**src/rtl/scan_reg_port_pkg.sv**
```systemverilog
package scan_reg_port_pkg;

  // Strobes handed from control to datapath, all valid in the same cycle
  typedef struct packed {
    logic active;   // selected chain is the one this port answers on
    logic capture;  // load scan register this cycle
    logic shift;    // shift scan register this cycle
    logic update;   // latch address/data this cycle
    logic wrStb;    // bus write strobe (cycle after update)
    logic rdStb;    // bus read strobe (cycle after update)
  } scanCtlT;

endpackage

```
**src/rtl/scan_reg_port_ctl.sv**
```systemverilog
module scan_reg_port_ctl
  import scan_reg_port_pkg::*;
#(
  parameter int CHAIN_W      = 5,
  parameter int ACTIVE_CHAIN = 0
) (
  input  logic               clk,
  input  logic               rstN,
  input  logic               chainLoad,
  input  logic [CHAIN_W-1:0] chainIn,
  input  logic               captureEn,
  input  logic               shiftEn,
  input  logic               updateEn,
  input  logic               fieldWrite,
  input  logic               fieldAddrOk,
  output scanCtlT            ctlBus
);

  localparam logic [CHAIN_W-1:0] SEL_CHAIN = CHAIN_W'(ACTIVE_CHAIN);

  logic [CHAIN_W-1:0] chainReg;
  logic               active;
  logic               wrStbQ;
  logic               rdStbQ;
  logic               doUpdate;

  always_ff @(posedge clk) begin
    if (!rstN) begin
      chainReg <= '1;
    end else if (chainLoad) begin
      chainReg <= chainIn;
    end
  end

  assign active   = (chainReg == SEL_CHAIN);
  assign doUpdate = active & updateEn;

  // Bus strobes: registered, so they sit exactly one cycle after update
  always_ff @(posedge clk) begin
    if (!rstN) begin
      wrStbQ <= 1'b0;
      rdStbQ <= 1'b0;
    end else begin
      wrStbQ <= doUpdate &  fieldWrite & fieldAddrOk;
      rdStbQ <= doUpdate & ~fieldWrite & fieldAddrOk;
    end
  end

  always_comb begin
    ctlBus.active  = active;
    ctlBus.capture = active & captureEn;
    ctlBus.shift   = active & shiftEn & ~captureEn;
    ctlBus.update  = doUpdate;
    ctlBus.wrStb   = wrStbQ;
    ctlBus.rdStb   = rdStbQ;
  end

  // write strobe never lasts beyond one cycle
  a_r3_wr_pulse: assert property (@(posedge clk) disable iff (!rstN)
    wrStbQ |=> !wrStbQ);

  // read and write strobes are exclusive
  a_r4_strobe_excl: assert property (@(posedge clk) disable iff (!rstN)
    $onehot0({wrStbQ, rdStbQ}));

  // no bus strobe follows a cycle in which the port was deselected
  a_r9_quiet_bus: assert property (@(posedge clk) disable iff (!rstN)
    !$past(active) |-> !(wrStbQ || rdStbQ));

endmodule

```
**src/rtl/scan_reg_port_dp.sv**
```systemverilog
module scan_reg_port_dp
  import scan_reg_port_pkg::*;
#(
  parameter int DATA_W   = 32,
  parameter int ADDR_W   = 7,
  parameter int NUM_REGS = 9
) (
  input  logic              clk,
  input  logic              rstN,
  input  scanCtlT           ctlBus,
  input  logic              tdi,
  output logic              tdo,
  output logic              fieldWrite,
  output logic              fieldAddrOk,
  output logic [ADDR_W-1:0] busAddr,
  output logic [DATA_W-1:0] busWdata,
  input  logic [DATA_W-1:0] busRdata
);

  localparam int SCAN_W   = DATA_W + ADDR_W + 1;
  localparam int ADDR_LSB = DATA_W;
  localparam int RW_BIT   = SCAN_W - 1;
  localparam logic [ADDR_W:0] ADDR_LIMIT = (ADDR_W+1)'(NUM_REGS);

  logic [SCAN_W-1:0] shiftReg;
  logic [DATA_W-1:0] holdReg;
  logic [SCAN_W-1:0] captureWord;
  logic [DATA_W-1:0] readValue;
  logic [ADDR_W-1:0] fieldAddr;
  logic [DATA_W-1:0] fieldData;

  // Field decode
  assign fieldData   = shiftReg[DATA_W-1:0];
  assign fieldAddr   = shiftReg[RW_BIT-1:ADDR_LSB];
  assign fieldWrite  = shiftReg[RW_BIT];
  assign fieldAddrOk = ({1'b0, fieldAddr} < ADDR_LIMIT);

  // A capture meeting the read strobe takes the bus value directly
  assign readValue   = ctlBus.rdStb ? busRdata : holdReg;
  assign captureWord = {{(ADDR_W+1){1'b0}}, readValue};

  always_ff @(posedge clk) begin
    if (!rstN) begin
      shiftReg <= '0;
    end else if (ctlBus.capture) begin
      shiftReg <= captureWord;
    end else if (ctlBus.shift) begin
      shiftReg <= {tdi, shiftReg[SCAN_W-1:1]};
    end
  end

  // Read holding register: filled by the bus read, cleared by any other update
  always_ff @(posedge clk) begin
    if (!rstN) begin
      holdReg <= '0;
    end else if (ctlBus.rdStb) begin
      holdReg <= busRdata;
    end else if (ctlBus.update) begin
      holdReg <= '0;
    end
  end

  always_ff @(posedge clk) begin
    if (!rstN) begin
      busAddr  <= '0;
      busWdata <= '0;
    end else if (ctlBus.update) begin
      busAddr  <= fieldAddr;
      busWdata <= fieldData;
    end
  end

  assign tdo = ctlBus.active & shiftReg[0];

  // shifting moves every bit one place toward the output
  a_r2_shift_lsb: assert property (@(posedge clk) disable iff (!rstN)
    $past(ctlBus.shift) |-> shiftReg[SCAN_W-2:0] == $past(shiftReg[SCAN_W-1:1]));

  // capture without a coincident read loads the held value, upper bits zero
  a_r5_hold_capture: assert property (@(posedge clk) disable iff (!rstN)
    $past(ctlBus.capture && !ctlBus.rdStb) |->
      (shiftReg[DATA_W-1:0] == $past(holdReg)) && (shiftReg[SCAN_W-1:DATA_W] == '0));

  // capture coinciding with the read strobe loads that cycle's bus data
  a_r6_forward: assert property (@(posedge clk) disable iff (!rstN)
    $past(ctlBus.capture && ctlBus.rdStb) |-> shiftReg[DATA_W-1:0] == $past(busRdata));

  // strobes only ever target an in-range register
  a_r7_range: assert property (@(posedge clk) disable iff (!rstN)
    (ctlBus.wrStb || ctlBus.rdStb) |-> ({1'b0, busAddr} < ADDR_LIMIT));

endmodule

```
**src/rtl/scan_reg_port.sv**
```systemverilog
module scan_reg_port
  import scan_reg_port_pkg::*;
#(
  parameter int DATA_W       = 32,
  parameter int ADDR_W       = 7,
  parameter int CHAIN_W      = 5,
  parameter int NUM_REGS     = 9,
  parameter int ACTIVE_CHAIN = 0
) (
  input  logic               clk,
  input  logic               rstN,
  input  logic               chainLoad,
  input  logic [CHAIN_W-1:0] chainIn,
  input  logic               captureEn,
  input  logic               shiftEn,
  input  logic               updateEn,
  input  logic               tdi,
  output logic               tdo,
  output logic [ADDR_W-1:0]  busAddr,
  output logic [DATA_W-1:0]  busWdata,
  input  logic [DATA_W-1:0]  busRdata,
  output logic               busWrite,
  output logic               busRead
);

  scanCtlT ctlBus;
  logic    fieldWrite;
  logic    fieldAddrOk;

  scan_reg_port_ctl #(
    .CHAIN_W      (CHAIN_W),
    .ACTIVE_CHAIN (ACTIVE_CHAIN)
  ) ctl_i (
    .clk         (clk),
    .rstN        (rstN),
    .chainLoad   (chainLoad),
    .chainIn     (chainIn),
    .captureEn   (captureEn),
    .shiftEn     (shiftEn),
    .updateEn    (updateEn),
    .fieldWrite  (fieldWrite),
    .fieldAddrOk (fieldAddrOk),
    .ctlBus      (ctlBus)
  );

  scan_reg_port_dp #(
    .DATA_W   (DATA_W),
    .ADDR_W   (ADDR_W),
    .NUM_REGS (NUM_REGS)
  ) dp_i (
    .clk         (clk),
    .rstN        (rstN),
    .ctlBus      (ctlBus),
    .tdi         (tdi),
    .tdo         (tdo),
    .fieldWrite  (fieldWrite),
    .fieldAddrOk (fieldAddrOk),
    .busAddr     (busAddr),
    .busWdata    (busWdata),
    .busRdata    (busRdata)
  );

  assign busWrite = ctlBus.wrStb;
  assign busRead  = ctlBus.rdStb;

endmodule

```
**config.mk**
```make
export PLATFORM = sky130hd
export DESIGN_NAME = scan_reg_port
export DESIGN_NICKNAME = d
export VERILOG_FILES = /design/src/rtl/scan_reg_port_pkg.sv /design/src/rtl/scan_reg_port_ctl.sv /design/src/rtl/scan_reg_port_dp.sv /design/src/rtl/scan_reg_port.sv
export SDC_FILE = /design/constraint.sdc
export NUM_CORES = 1
export LEC_CHECK = 0
export BUFFER_PORTS_ARGS = -buffer_cell sky130_fd_sc_hd__buf_2
export CAP_MARGIN = 10
export CORE_MARGIN = 1
export CORE_UTILIZATION = 45
export CTS_CLUSTER_SIZE = 40
export DETAILED_ROUTE_END_ITERATION = 8
export GPL_TIMING_DRIVEN = 0
export HOLD_SLACK_MARGIN = 0.15
export PLACE_DENSITY = 0.66
export SETUP_SLACK_MARGIN = 0.3
export SLEW_MARGIN = 20
export SYNTH_ARGS = -nofsm -noshare
export SYNTH_HDL_FRONTEND = slang
export SYNTH_SLANG_ARGS = --single-unit
```
**constraint.sdc**
```tcl
create_clock -name clk -period 1.6 [get_ports clk]
set_input_delay 0.16 -clock clk [delete_from_list [all_inputs] [get_ports clk]]
set_output_delay 0.16 -clock clk [all_outputs]
set_load 0.005 [all_outputs]
```
==> out/qor.csv, run 1 <==
stage;metric;value;unit
timing;Max Clock Skew;0.00809;ns
timing;Hold Fails Final Rpt;0;
outcome;failing checks;negative setup slack;
global_routing;largest net degree at the start of global routing;17;
flow_run;max_cap viols;0;
floorplan;Die Area;12000;um2
logic_synthesis;Synth Register Bits;118;
timing;TNS Setup;-0.00424;ns
clock_tree;Clock Latency Late Sink;0.42;ns
global_routing;met1 GRT Util;34.2;%
floorplan;DIE WIDTH;109;um
floorplan;Starting Density;47.1;%
timing;worst-margin pin slew;0.672;ns
floorplan;num rows;38;
floorplan;io pins;86;
drt;WL final;16000;um
global_routing;global-route wire length before repair;24500;um
placed_design;placed cells;775;
logic_synthesis;main flop type after synthesis;dfxtp_1;
clock_tree;Num CTS Buffers;17;
clock_tree;Root Buffer;clkbuf_16;
timing;# setup viols final;1;
layout;filler cell count;827;
drt;DR DRC count;0;
layout;ANT cells;0;
placed_design;gpl congestion;0.798;
logic_synthesis;Avg Inst Size Synth;9.42;um2
pwr;worst vdd ir;0.732;mV
placed_design;Port Buf Inserts;84;
global_routing;GR met2 Demand/Resource;45.2;%
timing;FMAX;623;MHz
logic_synthesis;Synth area leaders;dfxtp_1, mux2i_1, nand2_1;
setup_path;Startpoint Class;flop;
setup_path;CP required;1.92;ns
global_routing;initial antenna violation count;0;
min_path;worst hold path cell count;3;
logic_synthesis;most instantiated cells after synthesis;dfxtp_1, nand2_1, mux2i_1;
timing;Slew Viols, Final;0;
logic_synthesis;Yosys top cell by area;dfxtp_1;
timing;Final min period;1.60;ns
outcome;status;finished, violations left;
setup_path;RR Startpoint;ctl_i.chainReg[1]$_SDFFE_PN1P_;
pwr;PwrDens;898;nW/um2
logic_synthesis;most numerous cell in the Yosys netlist;dfxtp_1;
logic_synthesis;post-synth top area share;45.5;%
clock_tree;clock-pin slew on the worst setup and hold paths;0.05;ns
pwr;Pwr Total;6900;uW
global_routing;total gr overflow;0;
timing;worst hold slack;0.171;ns
min_path;Hold/Removal Path Class;input pin to flop;
global_routing;vias in the first global route;4768;
floorplan;Die Ht;109;um
global_routing;global routing's busiest layer;met2;
setup_path;crit path from;ctl_i.chainReg[1]$_SDFFE_PN1P_;
drt;Routed WL per cell;18.4;um
logic_synthesis;EDFF count, synth;0;
setup_path;Crit Path Class;flop to flop;
logic_synthesis;ys async rst share;0;%
layout;synthesis-to-finish area growth;48.1;%
global_routing;Global Route Usage Sum;27.1;%
drt;Final ANT Viol Nets;0;
timing;fin worst setup slack;-0.00424;ns
drt;vias per cell;5.77;
drt;via count;5016;
logic_synthesis;register area share after synthesis;45.5;%
timing;RSZ-0062 raised after global routing;yes;
logic_synthesis;Mapped Cells;551;
setup_path;Reg2Reg Depth;3;
placed_design;Final HPWL DP;9640;um
layout;Non-Filler Instances;869;
setup_path;Critical Path AT;1.93;ns
min_path;min-delay src;chainLoad;
clock_tree;CTS max path bufs;2;
layout;fin util;69.7;%
layout;Final nets;762;
setup_path;crit path max fanout;8;
global_routing;met3 GRT Util;5.45;%
timing;Final period util;100;%
logic_synthesis;Mapped Nets;595;
pwr;static leakage;0.00290;uW
drt;Initial DRC Count;265;
clock_tree;CTS tree;built;
logic_synthesis;synthesized area;5190;um2
timing;Rel. slew slack;55.2;%
layout;layout cells sized above 1;31.8;%
drt;drt pass-1 iters;5;
clock_tree;H-tree Lvls;4;
logic_synthesis;synth unique cells;28;
clock_tree;CTS sink count;118;
setup_path;Setup crit end kind;flop;
logic_synthesis;Ys Warns;0;
floorplan;Core Area;11000;um2
## state kept, by name (all words and copies together) (netlist names)
name	flops
ctl_i.rdStbQ	1
dp_i.shiftReg	40
ctl_i.wrStbQ	1
dp_i.busWdata	32
ctl_i.chainReg	5
dp_i.holdReg	32
dp_i.busAddr	7
## cells in the final DEF (no fill, tap or decap), types with 4 or more instances in the layout
cell	netlist	final
clkbuf_8	0	7
nand3b_1	32	32
buf_8	0	10
clkbuf_2	0	11
buf_16	0	6
clkbuf_16	0	19
o221a_1	5	5
a21oi_1	32	32
dlygate4sd3_1	0	38
o221a_4	0	20
o21ai_1	0	10
nand3_1	32	32
nand2_1	86	86
buf_6	4	9
buf_2	4	85
o221a_2	27	7
buf_1	4	4
o22ai_2	0	8
o21ai_2	0	20
mux2i_1	76	76
buf_12	0	10
nor3b_1	32	32
clkbuf_1	40	27
dfxtp_1	118	113
## cells by family (layout without fill, tap and decap cells)
group | count (synthesis) | count (layout) | synth area share (%)
multiplexers | 76 | 76 | 14.7
buffers and inverters | 57 | 235 | 5.09
AND/OR/NAND/NOR | 195 | 195 | 20.5
AO/OA/AOI/OAI | 105 | 105 | 14.2
flip-flops | 118 | 118 | 45.5
## power breakdown
| part | leakage [uW] | switching, uW | total, uW | internal, uW |
|---|---|---|---|---|
| registers | 0.000951 | 11.1 | 2960 | 2950 |
| clock network | 0.000270 | 1280 | 3550 | 2270 |
| logic | 0.00167 | 225 | 395 | 170 |
| total | 0.00290 | 1510 | 6900 | 5390 |
## per-layer routing
metal	routed length, um	part of all wire (%)
met1	6820	43
met2	7830	49
met3	971	6.1
met4	407	2.5
met5	0	0
## cell type report
class / instances / area [um2] / share of cell area, %
Sequential cell: 118 / 2370 / 30.9
Tap cell: 140 / 175 / 2.28
Buffer: 56 / 442 / 5.75
Clock buffer: 26 / 499 / 6.49
Clock inverter: 4 / 45.0 / 0.586
Inverter: 1 / 3.75 / 0.0488
Multi-Input combinational cell: 376 / 2890 / 37.6
Timing Repair Buffer: 148 / 1250 / 16.3
## stage by stage
stage	instance area [um2]	setup WS, ns
floorplan	5230	0.201
global placement	5820	-0.146
detailed placement	5820	-0.203
CTS	7430	0.0379
global route	7690	-0.0931
finish	7690	-0.00424
## critical path, cell delays in order, from the launching register on
cell      delay (ns)
dfxtp_4         0.36
nor2_1          0.24
nand4b_1        0.54
o22ai_2         0.37
## path summary, 6_finish.rpt
kind	end	slack, ns
setup / recovery	dp_i.shiftReg[38]$_SDFFE_PP0P_	-0.004
hold reg to reg	dp_i.busWdata[16]$_SDFFE_PN0P_	0.45
setup reg to reg	dp_i.shiftReg[38]$_SDFFE_PP0P_	-0.004
hold / removal	ctl_i.chainReg[0]$_SDFFE_PN1P_	0.17
## timing repair
item / CTS / global route
cloned: 10 / 0
hold buffers: 38 / 0
setup buffers: 13 / 3
pin swaps: 21 / 10
endpoints found under the setup margin: 114 / 118
resized for setup: 100 / 59
endpoints found under the hold margin: 38 / 0
Note: power is estimated with default switching activity, not from simulation.
==> inputs of run 2 (changes only) <==
--- a/config.mk
+++ b/config.mk
@@ -5,15 +5,15 @@
 export SDC_FILE = /design/constraint.sdc
 export NUM_CORES = 1
 export LEC_CHECK = 0
-export BUFFER_PORTS_ARGS = -buffer_cell sky130_fd_sc_hd__buf_2
 export CAP_MARGIN = 10
 export CORE_MARGIN = 1
-export CORE_UTILIZATION = 45
+export CORE_UTILIZATION = 60
 export CTS_CLUSTER_SIZE = 40
 export DETAILED_ROUTE_END_ITERATION = 8
+export DONT_BUFFER_PORTS = 1
 export GPL_TIMING_DRIVEN = 0
 export HOLD_SLACK_MARGIN = 0.15
-export PLACE_DENSITY = 0.66
+export PLACE_DENSITY = 0.76
 export SETUP_SLACK_MARGIN = 0.3
 export SLEW_MARGIN = 20
 export SYNTH_ARGS = -nofsm -noshare
==> out/qor.csv, run 2 (synthesis gave the netlist of run 1 again) <==
stage;metric;value;unit;change
outcome;status;finished, violations left;;
outcome;failing checks;negative setup slack;;
floorplan;num rows;33;;-13%
clock_tree;Clock Latency Late Sink;0.53;ns;+0.11 ns
placed_design;Port Buf Inserts;0;;-100%
clock_tree;CTS tree;built;;
global_routing;vias in the first global route;4772;;+0.084%
clock_tree;cts hold-fix bufs;45;;+18%
layout;largest register by flop count;dp_i.shiftReg;;
pwr;PwrDens;966;nW/um2;+7.5%
timing;Slew Viols, Final;0;;unchanged
floorplan;io pins;86;;unchanged
clock_tree;CTS max path bufs;2;;unchanged
layout;most frequent cells in the layout;dfxtp_1, nand2_1, mux2i_1;;
placed_design;gpl congestion;0.874;;+9.5%
timing;Final period util;104;%;+3.8 points
drt;DR DRC count;0;;unchanged
global_routing;initial antenna violation count;0;;unchanged
placed_design;worst slack, placed;-0.0806;ns;+0.122 ns
clock_tree;Root Buffer;clkbuf_8;;
min_path;Hold/Removal Path Class;input pin to flop;;
setup_path;crit path max fanout;10;;+2
clock_tree;clock-pin slew on the worst setup and hold paths;0.06;ns;about the same
timing;TNS Setup;-0.136;ns;-0.131 ns
timing;Final min period;1.66;ns;+0.0606 ns
floorplan;DIE WIDTH;95.0;um;-13%
pwr;worst vdd ir;0.828;mV;+13%
timing;fin worst setup slack;-0.0649;ns;-0.0606 ns
drt;WL final;18500;um;+16%
timing;# setup viols final;7;;+6
pwr;static leakage;0.00250;uW;-14%
timing;Hold Fails Final Rpt;0;;unchanged
drt;Initial DRC Count;460;;+74%
setup_path;Setup crit end kind;flop;;
clock_tree;Num CTS Buffers;17;;unchanged
timing;RSZ-0062 raised after global routing;yes;;
layout;layout cells sized above 1;23.1;%;-8.7 points
global_routing;largest net degree at the start of global routing;17;;unchanged
timing;FMAX;601;MHz;-3.6%
setup_path;Startpoint Class;flop;;
flow_run;max_cap viols;0;;unchanged
global_routing;total gr overflow;0;;unchanged
drt;vias per cell;6.83;;+18%
setup_path;CP required;2.02;ns;+0.10 ns
drt;drt pass-1 iters;8;;+3
global_routing;Global Route Usage Sum;34.8;%;+7.7 points
global_routing;global-route wire length before repair;23700;um;-3.2%
layout;commonest non-fill, non-tap cell in the layout;dfxtp_1;;
floorplan;Core Area;8300;um2;-25%
layout;synthesis-to-finish area growth;40.0;%;
timing;Max Clock Skew;0.00784;ns;-0.000242 ns
clock_tree;CTS sink count;118;;unchanged
floorplan;Die Ht;95.0;um;-13%
layout;max FFs per register;40;;unchanged
layout;multi-input logic area;3000;um2;+3.7%
setup_path;Critical Path AT;2.08;ns;+0.15 ns
layout;ANT cells;0;;unchanged
layout;Sequential Area;2370;um2;-0.16%
floorplan;Starting Density;62.5;%;+15 points
clock_tree;H-tree Lvls;4;;unchanged
drt;via count;5145;;+2.6%
drt;Routed WL per cell;24.6;um;+34%
layout;biggest regs;dp_i.shiftReg (40), dp_i.busWdata (32), dp_i.holdReg (32);;
timing;worst-margin pin slew;0.738;ns;+0.0661 ns
timing;Rel. slew slack;50.8;%;-4.4 points
setup_path;Crit Path Class;flop to flop;;
drt;Final ANT Viol Nets;0;;unchanged
placed_design;Final HPWL DP;8960;um;-7.1%
layout;Final nets;681;;-11%
layout;filler cell count;348;;-58%
floorplan;Die Area;9030;um2;-25%
## run 2: changes by cell type in the layout (fill, tap and decap cells not counted), moves of 4 or more
cell	delta
buf_16	-6
mux2i_1	-5
buf_4	+7
dlygate4sd3_1	+7
clkbuf_2	-4
o221a_2	-7
buf_2	-83
o221a_4	+7
## run 2: report_power, final
part / internal (uW) / switching [uW]
clock network: 2310 / 1350
logic: 155 / 243
registers: 2950 / 9.22
total: 5410 / 1610
## run 2: worst paths after layout
| kind | start | to | slack [ns] | cells past startpoint |
|---|---|---|---|---|
| setup / recovery | ctl_i.rdStbQ$_SDFF_PN0_ | dp_i.shiftReg[30]$_SDFFE_PN0P_ | -0.06 | 5 |
| hold / removal | updateEn | ctl_i.rdStbQ$_SDFF_PN0_ | 0.11 | 3 |
| setup reg to reg | ctl_i.rdStbQ$_SDFF_PN0_ | dp_i.shiftReg[30]$_SDFFE_PN0P_ | -0.06 | 5 |
| hold reg to reg | dp_i.busWdata[27]$_SDFFE_PN0P_ | dp_i.busWdata[27]$_SDFFE_PN0P_ | 0.47 | 2 |
## run 2: layout make-up
type	instances	area share, %
Timing Repair Buffer	67	10.9
Sequential cell	118	32.6
Inverter	1	0.0517
Multi-Input combinational cell	376	41.3
Buffer	56	5.55
Clock buffer	21	6.32
Tap cell	105	1.81
Clock inverter	9	1.41
## run 2: critical path: stages (launching register included)
cell     delay, ns
dfxtp_1       0.37
buf_4         0.21
buf_4         0.25
mux2i_1       0.31
a21oi_1       0.15
o221a_4       0.28
## run 2: what timing repair did
action                                  4_1_cts  5_1_grt
buffers inserted                              8        5
endpoints found under the setup margin      114      114
gates resized for setup                      65       88
endpoints found under the hold margin        72        2
pin swaps                                    22        5
cloned                                        5        4
## run 2: routing by layer
layer  vias to the layer above  global-route usage, %  share of wire (%)
met5                         -                      0                  0
met4                         0                   14.8                5.8
met3                       123                   8.94                9.1
met2                       378                   60.3                 49
met1                      2466                   40.4                 37
li1                       2178                      -                  -
## run 2: stage by stage
step | util (%) | cells | area, um2 | hold slack [ns] | power (uW)
detailed placement | 64.6 | 656 | 5360 | 0.302 | 3240
floorplan | - | 551 | 5230 | 0.288 | 3180
global placement | 64.6 | 656 | 5360 | 0.294 | 3230
CTS | 80.7 | 744 | 6700 | 0.0597 | 6910
finish | 87.5 | 753 | 7260 | 0.107 | 7020
global route | 87.5 | 753 | 7260 | 0.113 | 7150
